===== src/rtl/mpalu_pkg.sv =====
package mpalu_pkg;

    localparam int DATA_W = 16;
    localparam int OP_W   = 5;

    typedef enum logic [OP_W-1:0] {
        OP_CLEAR     = 5'h00,
        OP_NEG_ONE   = 5'h01,
        OP_NEG_EXT   = 5'h02,
        OP_NEG_REG   = 5'h03,
        OP_HALF_SGN  = 5'h04,
        OP_HALF_LFT  = 5'h05,
        OP_HALF_RGT  = 5'h06,
        OP_HALF_SHF  = 5'h07,
        OP_ADD_EXT   = 5'h08,
        OP_ADD_REG   = 5'h09,
        OP_AMB_ONE   = 5'h0A,
        OP_AMB_EXT   = 5'h0B,
        OP_AMB_REG   = 5'h0C,
        OP_BMA_ONE   = 5'h0D,
        OP_BMA_EXT   = 5'h0E,
        OP_BMA_REG   = 5'h0F,
        OP_AND       = 5'h10,
        OP_AND_NB    = 5'h11,
        OP_NA_AND    = 5'h12,
        OP_OR        = 5'h13,
        OP_NA_OR     = 5'h14,
        OP_XOR       = 5'h15,
        OP_PASS      = 5'h16,
        OP_INVERT    = 5'h17,
        OP_ZERO_0    = 5'h18,
        OP_ZERO_1    = 5'h19,
        OP_ZERO_2    = 5'h1A,
        OP_ZERO_3    = 5'h1B,
        OP_K_ONE     = 5'h1C,
        OP_K_BYTE    = 5'h1D,
        OP_K_NIB     = 5'h1E,
        OP_K_ALT     = 5'h1F
    } opcode_e;

    typedef enum logic [1:0] {PATH_ARITH, PATH_HALF, PATH_LOGIC, PATH_CONST} path_e;
    typedef enum logic [1:0] {CIN_ONE, CIN_EXT, CIN_REG, CIN_ZERO}           cin_e;
    typedef enum logic [1:0] {MSB_SIGN, MSB_LEFT, MSB_RIGHT, MSB_SHIFT}      msb_e;
    typedef enum logic [2:0] {LG_AND, LG_ANDNB, LG_NAANDB, LG_OR,
                              LG_NAORB, LG_XOR, LG_PASS, LG_INV}              lfn_e;
    typedef enum logic [2:0] {KV_ZERO, KV_ONE, KV_BYTE, KV_NIB, KV_ALT}      kval_e;

    typedef struct packed {
        path_e path;
        logic  inv_a;
        logic  inv_b;
        logic  use_b;
        cin_e  cin;
        msb_e  msb;
        lfn_e  lfn;
        kval_e kval;
    } ctrl_t;

    typedef struct packed {
        logic left;
        logic right;
        logic shift;
    } msbsrc_t;

    // carry-in selection for the three variants of one arithmetic group
    function automatic cin_e variant_cin(input logic [1:0] sel);
        case (sel)
            2'd0:    return CIN_ONE;
            2'd1:    return CIN_EXT;
            default: return CIN_REG;
        endcase
    endfunction

endpackage


===== src/rtl/mpalu_decode.sv =====
module mpalu_decode
    import mpalu_pkg::*;
(
    input  logic [OP_W-1:0] op,
    output ctrl_t           ctrl
);

    opcode_e opc;
    assign opc = opcode_e'(op);

    always_comb begin
        ctrl       = '0;
        ctrl.path  = PATH_CONST;
        ctrl.cin   = CIN_ZERO;
        ctrl.msb   = MSB_SIGN;
        ctrl.lfn   = LG_AND;
        ctrl.kval  = KV_ZERO;
        unique case (opc)
            OP_CLEAR: ctrl.kval = KV_ZERO;
            OP_NEG_ONE, OP_NEG_EXT, OP_NEG_REG: begin
                ctrl.path  = PATH_ARITH;
                ctrl.inv_a = 1'b1;
                ctrl.cin   = variant_cin(op[1:0] - 2'd1);
            end
            OP_HALF_SGN, OP_HALF_LFT, OP_HALF_RGT, OP_HALF_SHF: begin
                ctrl.path = PATH_HALF;
                ctrl.msb  = msb_e'(op[1:0]);
            end
            OP_ADD_EXT, OP_ADD_REG: begin
                ctrl.path  = PATH_ARITH;
                ctrl.use_b = 1'b1;
                ctrl.cin   = op[0] ? CIN_REG : CIN_EXT;
            end
            OP_AMB_ONE, OP_AMB_EXT, OP_AMB_REG: begin
                ctrl.path  = PATH_ARITH;
                ctrl.use_b = 1'b1;
                ctrl.inv_b = 1'b1;
                ctrl.cin   = variant_cin(op[1:0] - 2'd2);
            end
            OP_BMA_ONE, OP_BMA_EXT, OP_BMA_REG: begin
                ctrl.path  = PATH_ARITH;
                ctrl.use_b = 1'b1;
                ctrl.inv_a = 1'b1;
                ctrl.cin   = variant_cin(op[1:0] - 2'd1);
            end
            OP_AND, OP_AND_NB, OP_NA_AND, OP_OR,
            OP_NA_OR, OP_XOR, OP_PASS, OP_INVERT: begin
                ctrl.path = PATH_LOGIC;
                ctrl.lfn  = lfn_e'(op[2:0]);
            end
            OP_ZERO_0, OP_ZERO_1, OP_ZERO_2, OP_ZERO_3: ctrl.kval = KV_ZERO;
            OP_K_ONE:  ctrl.kval = KV_ONE;
            OP_K_BYTE: ctrl.kval = KV_BYTE;
            OP_K_NIB:  ctrl.kval = KV_NIB;
            OP_K_ALT:  ctrl.kval = KV_ALT;
            default:   ctrl.kval = KV_ZERO;
        endcase
    end

endmodule


===== src/rtl/mpalu_datapath.sv =====
module mpalu_datapath
    import mpalu_pkg::*;
#(
    parameter int W = DATA_W
) (
    input  ctrl_t          ctrl,
    input  logic [W-1:0]   a,
    input  logic [W-1:0]   b,
    input  logic           ci_ext,
    input  logic           ci_reg,
    input  msbsrc_t        msrc,
    output logic [W-1:0]   res,
    output logic           co
);

    localparam int HALF_W = W / 2;
    localparam int QUAR_W = W / 4;
    localparam logic [W-1:0] K_BYTE_V = {{(W-HALF_W){1'b0}}, {HALF_W{1'b1}}};
    localparam logic [W-1:0] K_NIB_V  = {{(W-QUAR_W){1'b0}}, {QUAR_W{1'b1}}};
    localparam logic [W-1:0] K_ALT_V  = {HALF_W{2'b01}};

    logic [W-1:0] opx, opy, half_v, logic_v, const_v;
    logic [W:0]   sum;
    logic         cin_bit, top_bit;

    // adder path: operand inversion plus selected LSB carry
    always_comb begin
        opx = ctrl.inv_a ? ~a : a;
        opy = ctrl.use_b ? (ctrl.inv_b ? ~b : b) : '0;
        unique case (ctrl.cin)
            CIN_ONE:  cin_bit = 1'b1;
            CIN_EXT:  cin_bit = ci_ext;
            CIN_REG:  cin_bit = ci_reg;
            default:  cin_bit = 1'b0;
        endcase
        sum = {1'b0, opx} + {1'b0, opy} + {{W{1'b0}}, cin_bit};
    end

    // halve path: new top bit from one of four sources
    always_comb begin
        unique case (ctrl.msb)
            MSB_SIGN:  top_bit = a[W-1];
            MSB_LEFT:  top_bit = msrc.left;
            MSB_RIGHT: top_bit = msrc.right;
            default:   top_bit = msrc.shift;
        endcase
        half_v = {top_bit, a[W-1:1]};
    end

    always_comb begin
        unique case (ctrl.lfn)
            LG_AND:    logic_v = a & b;
            LG_ANDNB:  logic_v = a & ~b;
            LG_NAANDB: logic_v = ~a & b;
            LG_OR:     logic_v = a | b;
            LG_NAORB:  logic_v = ~a | b;
            LG_XOR:    logic_v = a ^ b;
            LG_PASS:   logic_v = a;
            default:   logic_v = ~a;
        endcase
    end

    always_comb begin
        unique case (ctrl.kval)
            KV_ONE:  const_v = {{(W-1){1'b0}}, 1'b1};
            KV_BYTE: const_v = K_BYTE_V;
            KV_NIB:  const_v = K_NIB_V;
            KV_ALT:  const_v = K_ALT_V;
            default: const_v = '0;
        endcase
    end

    always_comb begin
        unique case (ctrl.path)
            PATH_ARITH: res = sum[W-1:0];
            PATH_HALF:  res = half_v;
            PATH_LOGIC: res = logic_v;
            default:    res = const_v;
        endcase
        co = (ctrl.path == PATH_ARITH) ? sum[W] : 1'b0;
    end

endmodule


===== src/rtl/mpalu.sv =====
module mpalu
    import mpalu_pkg::*;
#(
    parameter int W = DATA_W
) (
    input  logic            clk,
    input  logic            rst,
    input  logic [OP_W-1:0] op_i,
    input  logic [W-1:0]    a_i,
    input  logic [W-1:0]    b_i,
    input  logic            ci_i,
    input  logic            ral_lsb_i,
    input  logic            rar_lsb_i,
    input  logic            shf_lsb_i,
    output logic [W-1:0]    res_o,
    output logic            co_o
);

    logic [OP_W-1:0] op_q;
    logic [W-1:0]    a_q, b_q, res_q, alu_res;
    logic            ci_q, carry_q, alu_co;
    msbsrc_t         msrc_q;
    ctrl_t           ctrl;

    // capture stage: instruction executes in the cycle after this edge
    always_ff @(posedge clk) begin
        if (rst) begin
            op_q   <= OP_CLEAR;
            a_q    <= '0;
            b_q    <= '0;
            ci_q   <= 1'b0;
            msrc_q <= '0;
        end else begin
            op_q   <= op_i;
            a_q    <= a_i;
            b_q    <= b_i;
            ci_q   <= ci_i;
            msrc_q <= '{left: ral_lsb_i, right: rar_lsb_i, shift: shf_lsb_i};
        end
    end

    mpalu_decode u_decode (
        .op   (op_q),
        .ctrl (ctrl)
    );

    mpalu_datapath #(.W(W)) u_datapath (
        .ctrl   (ctrl),
        .a      (a_q),
        .b      (b_q),
        .ci_ext (ci_q),
        .ci_reg (carry_q),
        .msrc   (msrc_q),
        .res    (alu_res),
        .co     (alu_co)
    );

    // result and carry registers close the execute cycle
    always_ff @(posedge clk) begin
        if (rst) begin
            res_q   <= '0;
            carry_q <= 1'b0;
        end else begin
            res_q   <= alu_res;
            carry_q <= alu_co;
        end
    end

    assign res_o = res_q;
    assign co_o  = alu_co;

    assert_carry_reg_R10: assert property (@(posedge clk) disable iff (rst)
        1'b1 |=> carry_q == $past(co_o));

    assert_upper_carry_zero_R9: assert property (@(posedge clk) disable iff (rst)
        op_q[OP_W-1] |-> co_o == 1'b0);

    assert_clear_all_R11: assert property (@(posedge clk) disable iff (rst)
        (op_q == OP_CLEAR) |=> (res_o == '0) && (carry_q == 1'b0));

    assert_halve_sign_R4: assert property (@(posedge clk) disable iff (rst)
        (op_q == OP_HALF_SGN) |=> (res_o[W-2:0] == $past(a_q[W-1:1]))
                                  && (res_o[W-1] == $past(a_q[W-1])));

    assert_negate_R3: assert property (@(posedge clk) disable iff (rst)
        (op_q == OP_NEG_ONE) |=> res_o == W'(~$past(a_q) + 1'b1));

    assert_pass_R8: assert property (@(posedge clk) disable iff (rst)
        (op_q == OP_PASS) |=> res_o == $past(a_q));

endmodule


===== config.mk =====
export PLATFORM = sky130hd
export DESIGN_NAME = mpalu
export DESIGN_NICKNAME = d
export VERILOG_FILES = /design/src/rtl/mpalu_pkg.sv /design/src/rtl/mpalu_decode.sv /design/src/rtl/mpalu_datapath.sv /design/src/rtl/mpalu.sv
export SDC_FILE = /design/constraint.sdc
export NUM_CORES = 1
export LEC_CHECK = 0
export BUFFER_PORTS_ARGS = -buffer_cell sky130_fd_sc_hd__buf_2
export CORE_ASPECT_RATIO = 1.1
export CORE_MARGIN = 5
export CORE_UTILIZATION = 64
export DETAILED_ROUTE_END_ITERATION = 7
export HOLD_SLACK_MARGIN = 0.12
export PLACE_DENSITY = 0.87
export SYNTH_ARGS = -nofsm -noshare
export SYNTH_HDL_FRONTEND = slang
export SYNTH_SLANG_ARGS = --single-unit

===== constraint.sdc =====
create_clock -name clk -period 10.24 [get_ports clk]
set_clock_uncertainty 0.2 [all_clocks]
set_input_delay 1.536 -clock clk [delete_from_list [all_inputs] [get_ports clk]]
set_output_delay 1.536 -clock clk [all_outputs]
set_load 0.02 [all_outputs]

==> run metrics <==
outcome finished, final reports clean; drt total wl around 14000 um; Syn Inst Count 642; power per cell area 120 mW/mm^2; clk buf depth 2; Avg Cell Area, Syn 7.73 um^2; GPL Wtd Cong 0.996; syn_nets roughly 720; worst skew pair latency about 0.35 ns; register bit total from synthesis 58; CTS tree done; clk slew on worst S/H paths 0.07 ns; share of the synthesized area in the top cell type 0.234; Fin. Hold Viols 0; period utilization 0.755; Final setup viols 0; relative slew slack 0.310; largest net degree at the start of global routing slightly below 60; CTS Buf Count 9; first-pass GRT wire length 23000 um; worst setup path class flip-flop to output port; static leakage 2.26 nW; # diodes 0; Routed Antenna Nets 0; post-DR vias/cell between 6 and 7; Core Region between 0.007 and 0.008 mm^2; nets@finish roughly 740; number of port buffers 59; Post-synth EDFFs 0; CP max stage cell dfxtp_2; Synth Cell Area about 0.0050 mm^2; clock sink total 58; Synth Flop Type dfxtp_1; Arrival @ worst endpoint ~6.0 ns; Worst setup EP type output port; DRT Pass-1 Iters 8; CTS Hold Bufs 0; Final Core Density 0.716; P&R area growth vs syn 8.55%; setup bufs post-CTS 0; Hold WS 0.423 ns; Worst-Margin Slew ~1.0 ns; post-synthesis sequential area ratio 0.234; TNS Setup 0 ns; CTS Root Cell clkbuf_8; worst path cell trace inv_1 -> ha_1 -> nor2b_1 -> nor2_1 -> o31a_1 -> a222oi_1 -> o21ai_0 -> a21o_1 -> fa_1 -> fa_1 -> nand2b_1 -> a21oi_1 -> o21ai_0 -> o211ai_1 -> a221o_1 -> nor2b_1 -> buf_2; Die Footprint 0.00961 mm^2; dpl cell area 0.00519 mm^2; area leader, netlist dfxtp_1; FMAX 0.129 GHz; WL per Instance 18.7 um; Final min period around 7.7 ns; vias in the first global route 4587; Die Height about 100 um; fraction of registers with async set/reset 0; RSZ-0062 raised after global routing no; Warnings, synthesis 0; initial core utilization 0.660; fin. max-slew vios 0; Via Count just under 5000; Layout Cells excl Fill 771; worst path required time 8.50 ns; CTS resizes 0; share of cells above drive strength 1 0.138; # placed instances 755; DRC Markers 0; final instance area 0.00538 mm^2; Max-Cap Viols 0; Distinct cells, synth 67; slowest stage delay, CP 1.02 ns; Hold Path Class flip-flop to flip-flop; DIE WIDTH 93.9 um; initial drt markers roughly 560; crit path max fanout 48; htree depth 3; dominant cells by area after synthesis dfxtp_1 23%, ha_1 8.8%, nor2b_1 6.6%; Ports 60; Worst VDD drop 116 uV; FP Rows 33; initial antenna violation count 0; Overflow after GRT 0; GRT Total Usage 0.306; crit start category flip-flop; Detail Placement HPWL 10600 um
## final timing paths
path | depth (start not counted) | startpoint | slack [ns] | end
min | 2 | b_q[12] | 0.42 | res_o[12]
max reg2reg | 16 | op_q[1] | 4.36 | res_o[10]
min reg2reg | 2 | b_q[12] | 0.42 | res_o[12]
max | 17 | op_q[1] | 2.51 | co_o
## cell usage after synthesis (9+ instances only)
master / instances
a21o_1: 9
a21oi_1: 45
a31oi_1: 12
buf_1: 10
buf_2: 11
clkbuf_1: 32
dfxtp_1: 58
ha_1: 35
inv_1: 28
mux2i_1: 12
nand2_1: 43
nand2b_1: 9
nand3_1: 9
nor2_1: 51
nor2b_1: 52
nor3_1: 17
o21ai_0: 24
xnor2_1: 28
xor2_1: 26
## placed cells by master (no fill, tap or decap), types with 9 or more instances in the layout
master and instances:
dfxtp_1 57, buf_2 59, xnor2_1 28, ha_1 35, nor3_1 17, nand3_1 9, a21oi_1 45, nor2b_1 52
a21o_1 9, nand2_1 43, nand2b_1 9, nor2_1 51, mux2i_1 12, xor2_1 26, inv_1 28, o21ai_0 24
a31oi_1 12, clkbuf_8 9
## cell type report
class,instances,area (um^2)
Clock buffer,10,128
Clock inverter,6,67.6
Fill cell,640,2130
Inverter,28,105
Multi-Input combinational cell,500,3460
Sequential cell,58,1160
Tap cell,105,131
Timing Repair Buffer,64,333
## registers in the layout, indices dropped and copies added (netlist names)
register	count
a_q	16
b_q	16
res_o	16
op_q	5
msrc_q	3
carry_q	1
ci_q	1
## worst max-delay path, delay by kind of cell (launching register included)
| kind | cells | cell delay, ns |
|---|---|---|
| buffers and inverters | 2 | 0.68 |
| adders and majority gates | 3 | 1.25 |
| DFF | 1 | 1.02 |
| AOI/OAI and AO/OA | 8 | 2.13 |
| and+or+nand+nor | 4 | 0.56 |
## power breakdown
| group | internal (mW) | switching [mW] | leakage, nW |
|---|---|---|---|
| Clock | 0.113 | 0.0986 | 0.0925 |
| Combinational | 0.0720 | 0.103 | 1.68 |
| Sequential | 0.239 | 0.0206 | 0.480 |
| Total | 0.424 | 0.222 | 2.26 |
## logic make-up after synthesis
family	Yosys count	synth area share
adder cells (fa/ha/maj)	37	0.0964
flip-flops	58	0.234
multiplexers	14	0.0310
AND/OR/NAND/NOR	217	0.225
AO/OA/AOI/OAI	178	0.248
XOR/XNOR	54	0.0954
buffers and inverters	84	0.0701
## stage by stage
stage	total power [mW]	setup slack [ns]
6_report	0.646	2.51
5_1_grt	0.677	2.17
4_1_cts	0.644	2.60
3_5_place_dp	0.433	2.99
3_3_place_gp	0.429	3.13
2_1_floorplan	0.388	3.97
## metal layers
layer | GRT usage | vias up | routed length [um]
met5 | 0 | - | 0
met3 | 0.0803 | 53 | 1490
li1 | - | 2335 | -
met2 | 0.482 | 297 | 6380
met4 | 0.122 | 0 | 520
met1 | 0.400 | 2258 | 6060
Note: power is estimated with default switching activity, not from simulation.
